**config.mk**
```make
export PLATFORM = sky130hd
export DESIGN_NAME = spi_profile_master
export DESIGN_NICKNAME = d
export VERILOG_FILES = /design/src/rtl/spm_pkg.sv /design/src/rtl/spm_profile_regs.sv /design/src/rtl/spm_timing.sv /design/src/rtl/spi_profile_master.sv
export SDC_FILE = /design/constraint.sdc
export NUM_CORES = 1
export LEC_CHECK = 0
export ABC_CLOCK_PERIOD_IN_PS = 22800
export BUFFER_PORTS_ARGS = -buffer_cell sky130_fd_sc_hd__buf_4
export CAP_MARGIN = 20
export CORE_UTILIZATION = 25
export CTS_CLUSTER_SIZE = 12
export DETAILED_ROUTE_END_ITERATION = 16
export PLACE_DENSITY = 0.39
export SLEW_MARGIN = 20
export SYNTH_ARGS = -nofsm -noshare
export SYNTH_HDL_FRONTEND = slang
export SYNTH_SLANG_ARGS = --single-unit
```
**constraint.sdc**
```tcl
create_clock -name clk -period 22.8 [get_ports clk]
set_input_delay 1.14 -clock clk [delete_from_list [all_inputs] [get_ports clk]]
set_output_delay 1.14 -clock clk [all_outputs]
set_load 0.1 [all_outputs]
```
**src/rtl/spm_pkg.sv**
```systemverilog
package spm_pkg;

   localparam int SIZE_W = 4;
   localparam int DATA_W = 1 << SIZE_W;
   localparam int MIN_BITS = 4;
   localparam logic [31:0] PROF_RST = 32'h7800_0000;

   typedef struct packed {
      logic             dbl;
      logic [SIZE_W-1:0] size;
      logic             cpol;
      logic             cpha;
      logic             lsb_first;
      logic [1:0]       lead_pre;
      logic [1:0]       lag_pre;
      logic [1:0]       gap_pre;
      logic [1:0]       baud_pre;
      logic [3:0]       lead_scl;
      logic [3:0]       lag_scl;
      logic [3:0]       gap_scl;
      logic [3:0]       baud_scl;
   } prof_t;

   typedef enum logic [2:0] {
      S_IDLE, S_LEAD, S_SHIFT, S_LAG, S_GAP
   } seq_st_t;

   function automatic logic [31:0] pre_val(input logic [1:0] c);
      case (c)
         2'd0:    return 32'd2;
         2'd1:    return 32'd3;
         2'd2:    return 32'd5;
         default: return 32'd7;
      endcase
   endfunction

   function automatic logic [31:0] baud_val(input logic [3:0] c);
      return (c < 4'd4) ? (32'(c) * 32'd2 + 32'd2) : (32'd1 << c);
   endfunction

   function automatic logic [31:0] dly_val(input logic [3:0] c);
      return 32'd2 << c;
   endfunction

   function automatic logic [SIZE_W:0] frame_bits(input logic [SIZE_W-1:0] s);
      return (s < SIZE_W'(MIN_BITS - 1)) ? (SIZE_W+1)'(MIN_BITS) : ({1'b0, s} + 1'b1);
   endfunction

   function automatic logic [SIZE_W-1:0] bit_map(input logic lsb, input logic [SIZE_W:0] nb,
                                                 input logic [SIZE_W-1:0] k);
      return lsb ? k : (SIZE_W'(nb - 1'b1) - k);
   endfunction

endpackage

```
**src/rtl/spm_profile_regs.sv**
```systemverilog
module spm_profile_regs
   import spm_pkg::*;
#(
   parameter int          NUM_PROF  = 6,
   parameter int          ADDR_W    = 8,
   parameter int          BASE_ADDR = 'h0C
) (
   input  logic                   clk,
   input  logic                   rst_n,
   input  logic                   wr_en,
   input  logic [ADDR_W-1:0]      addr,
   input  logic [31:0]            wdata,
   output logic [31:0]            rdata,
   output logic [NUM_PROF*32-1:0] prof_flat
);

   for (genvar i = 0; i < NUM_PROF; i++) begin : g_prof
      localparam logic [ADDR_W-1:0] SLOT = ADDR_W'(BASE_ADDR + 4 * i);
      logic [31:0] word_q;

      always_ff @(posedge clk or negedge rst_n) begin
         if (!rst_n)                       word_q <= PROF_RST;
         else if (wr_en && addr == SLOT)   word_q <= wdata;
      end

      assign prof_flat[i*32 +: 32] = word_q;
   end

   always_comb begin
      rdata = '0;
      for (int i = 0; i < NUM_PROF; i++) begin
         if (addr == ADDR_W'(BASE_ADDR + 4 * i)) rdata = prof_flat[i*32 +: 32];
      end
   end

endmodule

```
**src/rtl/spm_timing.sv**
```systemverilog
module spm_timing
   import spm_pkg::*;
#(
   parameter int CNT_W = 20
) (
   input  prof_t             prof,
   output logic [CNT_W-1:0]  half_lead,
   output logic [CNT_W-1:0]  half_trail,
   output logic [CNT_W-1:0]  t_lead,
   output logic [CNT_W-1:0]  t_lag,
   output logic [CNT_W-1:0]  t_gap
);

   logic [CNT_W-1:0] period, lo, hi;

   always_comb begin
      period = CNT_W'(pre_val(prof.baud_pre) * baud_val(prof.baud_scl));
      if (prof.dbl) period = period >> 1;
      lo = period >> 1;
      hi = period - lo;
   end

   assign half_lead  = prof.cpha ? hi : lo;
   assign half_trail = prof.cpha ? lo : hi;
   assign t_lead = CNT_W'(pre_val(prof.lead_pre) * dly_val(prof.lead_scl));
   assign t_lag  = CNT_W'(pre_val(prof.lag_pre)  * dly_val(prof.lag_scl));
   assign t_gap  = CNT_W'(pre_val(prof.gap_pre)  * dly_val(prof.gap_scl));

endmodule

```
**src/rtl/spi_profile_master.sv**
```systemverilog
module spi_profile_master
   import spm_pkg::*;
#(
   parameter int   NUM_PROF  = 6,
   parameter int   ADDR_W    = 8,
   parameter int   BASE_ADDR = 'h0C,
   parameter int   CNT_W     = 20,
   localparam int  SEL_W     = (NUM_PROF > 1) ? $clog2(NUM_PROF) : 1
) (
   input  logic              clk,
   input  logic              rst_n,
   input  logic              reg_wr,
   input  logic [ADDR_W-1:0] reg_addr,
   input  logic [31:0]       reg_wdata,
   output logic [31:0]       reg_rdata,
   input  logic              cmd_valid,
   output logic              cmd_ready,
   input  logic [SEL_W-1:0]  cmd_prof,
   input  logic [DATA_W-1:0] cmd_data,
   output logic              rx_valid,
   output logic [DATA_W-1:0] rx_data,
   output logic              sck,
   output logic              mosi,
   output logic              cs_n,
   input  logic              miso
);

   localparam int HW = $clog2(2 * DATA_W);

   if (NUM_PROF < 1 || NUM_PROF > 8) begin : g_bad_prof
      $error("spi_profile_master: NUM_PROF must be 1..8");
   end
   if (CNT_W < 19) begin : g_bad_cnt
      $error("spi_profile_master: CNT_W too narrow for the longest interval");
   end
   if ((BASE_ADDR % 4) != 0) begin : g_bad_base
      $error("spi_profile_master: BASE_ADDR must be word aligned");
   end

   logic [NUM_PROF*32-1:0] prof_flat;
   prof_t                  sel_prof, cur;
   seq_st_t                st;
   logic [CNT_W-1:0]       cnt, lim, lim_m1;
   logic [CNT_W-1:0]       h_lead, h_trail, t_lead, t_lag, t_gap;
   logic [HW-1:0]          hcnt, last_h;
   logic [SIZE_W:0]        nb, sel_nb;
   logic [SIZE_W-1:0]      k;
   logic [DATA_W-1:0]      txd, rxd;
   logic                   mosi_q, cs_q, rxv_q, expire;

   spm_profile_regs #(
      .NUM_PROF (NUM_PROF),
      .ADDR_W   (ADDR_W),
      .BASE_ADDR(BASE_ADDR)
   ) u_regs (
      .clk      (clk),
      .rst_n    (rst_n),
      .wr_en    (reg_wr),
      .addr     (reg_addr),
      .wdata    (reg_wdata),
      .rdata    (reg_rdata),
      .prof_flat(prof_flat)
   );

   spm_timing #(.CNT_W(CNT_W)) u_timing (
      .prof      (cur),
      .half_lead (h_lead),
      .half_trail(h_trail),
      .t_lead    (t_lead),
      .t_lag     (t_lag),
      .t_gap     (t_gap)
   );

   always_comb begin
      if (32'(cmd_prof) < NUM_PROF) sel_prof = prof_t'(prof_flat[32'(cmd_prof)*32 +: 32]);
      else                          sel_prof = prof_t'(prof_flat[31:0]);
   end

   assign sel_nb = frame_bits(sel_prof.size);
   assign nb     = frame_bits(cur.size);
   assign last_h = HW'(2 * 32'(nb) - 2);
   assign k      = SIZE_W'((hcnt + 1'b1) >> 1);

   always_comb begin
      case (st)
         S_LEAD:  lim = t_lead;
         S_SHIFT: lim = hcnt[0] ? h_trail : h_lead;
         S_LAG:   lim = t_lag;
         default: lim = t_gap;
      endcase
   end
   assign lim_m1 = lim - CNT_W'(1);
   assign expire = (cnt == lim_m1);

   always_ff @(posedge clk or negedge rst_n) begin
      if (!rst_n) begin
         st     <= S_IDLE;
         cnt    <= '0;
         hcnt   <= '0;
         cur    <= prof_t'(PROF_RST);
         txd    <= '0;
         rxd    <= '0;
         mosi_q <= 1'b0;
         cs_q   <= 1'b1;
         rxv_q  <= 1'b0;
      end else begin
         rxv_q <= 1'b0;
         case (st)
            S_IDLE: begin
               if (cmd_valid) begin
                  cur    <= sel_prof;
                  txd    <= cmd_data;
                  rxd    <= '0;
                  cs_q   <= 1'b0;
                  cnt    <= '0;
                  hcnt   <= '0;
                  mosi_q <= sel_prof.cpha ? 1'b0 :
                            cmd_data[bit_map(sel_prof.lsb_first, sel_nb, '0)];
                  st     <= S_LEAD;
               end
            end
            S_LEAD: begin
               if (expire) begin
                  cnt  <= '0;
                  hcnt <= '0;
                  st   <= S_SHIFT;
                  if (cur.cpha) mosi_q <= txd[bit_map(cur.lsb_first, nb, '0)];
                  else          rxd[bit_map(cur.lsb_first, nb, '0)] <= miso;
               end else cnt <= cnt + 1'b1;
            end
            S_SHIFT: begin
               if (expire) begin
                  cnt <= '0;
                  if (!hcnt[0]) begin
                     if (cur.cpha)
                        rxd[bit_map(cur.lsb_first, nb, k)] <= miso;
                     else if (hcnt != last_h)
                        mosi_q <= txd[bit_map(cur.lsb_first, nb, k + 1'b1)];
                     if (hcnt == last_h) begin
                        st    <= S_LAG;
                        rxv_q <= 1'b1;
                     end else hcnt <= hcnt + 1'b1;
                  end else begin
                     if (cur.cpha) mosi_q <= txd[bit_map(cur.lsb_first, nb, k)];
                     else          rxd[bit_map(cur.lsb_first, nb, k)] <= miso;
                     hcnt <= hcnt + 1'b1;
                  end
               end else cnt <= cnt + 1'b1;
            end
            S_LAG: begin
               if (expire) begin
                  cnt    <= '0;
                  cs_q   <= 1'b1;
                  mosi_q <= 1'b0;
                  st     <= S_GAP;
               end else cnt <= cnt + 1'b1;
            end
            S_GAP: begin
               if (expire) begin
                  cnt <= '0;
                  st  <= S_IDLE;
               end else cnt <= cnt + 1'b1;
            end
            default: st <= S_IDLE;
         endcase
      end
   end

   assign cmd_ready = (st == S_IDLE);
   assign sck       = cur.cpol ^ ((st == S_SHIFT) && !hcnt[0]);
   assign mosi      = mosi_q;
   assign cs_n      = cs_q;
   assign rx_valid  = rxv_q;
   assign rx_data   = rxd;

endmodule

```
==> reports/qor.yml <==
power:
  powerDensity_mw_per_mm2: 92.8
  p_seq_share_pct: 24.2
  vdd_drop_max_mv: 0.0559
  p_leak_uw: 0.0131
  clockPowerShare_pct: 24.4
  power.switching_uw: 1180
  combPwrFrac_pct: 51.4
  p_sw_share_pct: 44.3
  p_int_uw: 1490
floorplanning:
  std_cell_rows: 116
  start_util_pct: 25.2
  die-area_mm2: 0.102
  io_pins: 117
  die_h_um: 320
  core_area_mm2: 0.100
  die_w_um: 320
timing:
  skew_ns: 0.0282
  max_freq_mhz: 116
  finalCriticalPeriod_ns: 8.64
  finalSetupViolCount: 0
  worst_pin_slew_ns: 1.07
  setup_tns_ns: 0
  drv_slew: 0
  slew_headroom_pct: 28.2
  fin_ws_ns: 14.16
  rsz0062_at_grt: "no"
  hold_viol: 0
  fin_crit_sh_pct: 37.9
cts:
  htreeDepth: 2
  cts_buffers: 39
  clockBufferDepth: 3
  clock-sinks: 287
  cts_tree: "yes"
  cts_root_buffer: "clkbuf_16"
  clk_latency_ns: 0.58
  cts_resized: 0
  holdBufCountCts: 0
  post_cts_buffers: 0
  clkTransAtPathRegs_ns: 0.05
yosys:
  synth_nets: 3024
  synth-async-reset-ratio_pct: 100
  synth_top_cell_area_share_pct: 25.6
  yosysMostFrequentCell: "nand2_1"
  ys_ff_latch: 287
  synth_commonest_cells: "307 x nand2_1, 276 x nor2_1, 258 x dfrtp_1"
  synth_area_mm2: 0.0252
  yosys.area.top_type: "dfrtp_1"
  synth.area.top_cells: "dfrtp_1 26%, mux2_2 10%, mux2i_1 5.2%"
  avgSynthCellArea_um2: 9.04
  synth_edf_count: 0
  ys_seq_area_share_pct: 28.6
  yosys_most_used_dff: "dfrtp_1"
  yosys_warnings: 0
  syn_inst: 2792
  synthDistinctLibCells: 104
outcome:
  status: "finished clean"
routing:
  wl_per_cell_um: 21.1
  viasPerCell: 5.22
  postRouteAntennaNets: 0
  drt-total-wl_mm: 87.5
  first_iter_violations: 1519
  drc: 0
  first_pass_iters: 5
  vias: 21700
cells_and_area:
  drive_above_1_share_pct: 20.3
  fin_nets: 3058
  area_growth_pct: 14.0
worst_setup_path:
  path_max_fanout: 37
  required_ns: 23.29
  slowest_delay_ns: 0.78
  critPathKind: "flip-flop to flip-flop"
  reg2reg_depth: 29
  cpMaxStageDelayCell: "a22oi_4"
  cp-start-kind: "flip-flop"
  cp-end-kind: "flip-flop"
  cp.arrival_ns: 9.13
  cp_common_cell: "nand2_1"
global_route:
  grt_pass1_vias: 22000
  grt_pass1_wl_mm: 136
  antenna_found_initial: 3
  grt_max_degree: 108
  grtUsageTotal_pct: 17.0
  grt_overflow: 0
hold_path:
  hp-class: "flip-flop to flip-flop"
  holdPathStages: 2
placed_design:
  pre_cts_ws_ns: 14.18
  routabilityCongestion: 0.919
  port_buffers: 116
  dp_hpwl_mm: 64.2
job:
  maxCapViolCount: 0
## cells by family (layout without fill, tap and decap cells)
kind of cell	count (synthesis)	count (layout)	synth area share, %
flops	287	287	28.6
compound gates	676	676	18.5
buf+inv	238	302	3.70
other cells	2	3	0.0298
xor+xnor	84	84	3.04
simple gates	941	941	17.4
fa+ha+maj	168	168	10.2
mux	396	396	18.5
## registers in the layout, indices dropped and copies added, names as in the netlist, 3 cells and up
register and cells:
cnt 20, u_regs.g_prof.word_q 192, rx_data 16, cur 32, st 3, txd 16, hcnt 5
## worst max-delay path: cells and delay by family (launching register included)
family	cells	cell delay, ns
AO/OA/AOI/OAI	11	3.15
XOR/XNOR	1	0.27
adder cells (fa/ha/maj)	3	1.27
buffers and inverters	1	0.10
flip-flops	1	0.56
AND/OR/NAND/NOR	13	3.20
## path summary, 6_finish.rpt
check / from / endpoint / slack, ns
worst max-delay path: cur[17]$_DFFE_PN0P_ / cnt[12]$_DFFE_PN0P_ / 14.16
min in group asynchronous: rst_n / u_regs.g_prof[0].word_q[20]$_DFFE_PN0P_ / 0.63
worst min-delay path: cur[28]$_DFFE_PN1P_ / cur[28]$_DFFE_PN1P_ / 0.48
worst max register to register: cur[17]$_DFFE_PN0P_ / cnt[12]$_DFFE_PN0P_ / 14.16
max in group asynchronous: rst_n / txd[2]$_DFFE_PN0P_ / 19.92
worst min register to register: cur[28]$_DFFE_PN1P_ / cur[28]$_DFFE_PN1P_ / 0.48
## stage by stage
| stage | area, um^2 | total power [uW] | hold slack (ns) | cells | utilization, % |
|---|---|---|---|---|---|
| after floorplan | 25200 | 1650 | 0.455 | 2792 | - |
| after global placement | 27400 | 2010 | 0.472 | 4083 | 27.4 |
| after detailed placement | 27400 | 2020 | 0.478 | 4083 | 27.4 |
| after CTS | 28800 | 2690 | 0.486 | 4154 | 28.8 |
| after global routing | 28800 | 2860 | 0.505 | 4154 | 28.8 |
| final | 28800 | 2670 | 0.483 | 4155 | 28.8 |
## cell usage in the layout (no fill, tap or decap), drive strengths merged, types with 20 or more instances in the layout
| cell type | n |
|---|---|
| a21oi | 126 |
| fa | 63 |
| ha | 105 |
| o21ai | 205 |
| mux2i | 132 |
| a31oi | 41 |
| or2 | 20 |
| nand2b | 43 |
| and3 | 25 |
| nand2 | 307 |
| xnor2 | 56 |
| mux4 | 33 |
| a221o | 29 |
| dfrtp | 258 |
| a211oi | 24 |
| inv | 76 |
| and2 | 36 |
| buf | 154 |
| mux2 | 231 |
| a21o | 34 |
| nand3 | 75 |
| o211ai | 36 |
| nor3 | 50 |
| dfstp | 29 |
| xor2 | 27 |
| nor2 | 276 |
| nor2b | 24 |
| clkbuf | 55 |
## cell type report
type | instances | area, um^2
Fill cell | 10500 | 71200
Multi-Input combinational cell | 2267 | 17100
Sequential cell | 287 | 7220
Tap cell | 1298 | 1620
Timing Repair Buffer | 154 | 1160
Clock buffer | 55 | 1100
Inverter | 77 | 289
Clock inverter | 16 | 255
Antenna cell | 1 | 2.50
## power by group through the flow
stage	Combinational, uW	Clock, uW	Sequential, uW
after floorplan	978	0	668
final	1370	652	647
after detailed placement	1360	0	656
after global placement	1350	0	654
after global routing	1510	693	659
after CTS	1370	673	648
## routing by layer
layer / vias up / wire, um / GRT usage [%]
met3: 121 / 3790 / 2.34
met2: 533 / 41000 / 28.1
met4: 0 / 2320 / 4.74
met1: 10800 / 40500 / 23.0
met5: - / 0 / 0
li1: 10300 / - / -
No activity file was read; power rests on OpenSTA's default activity.
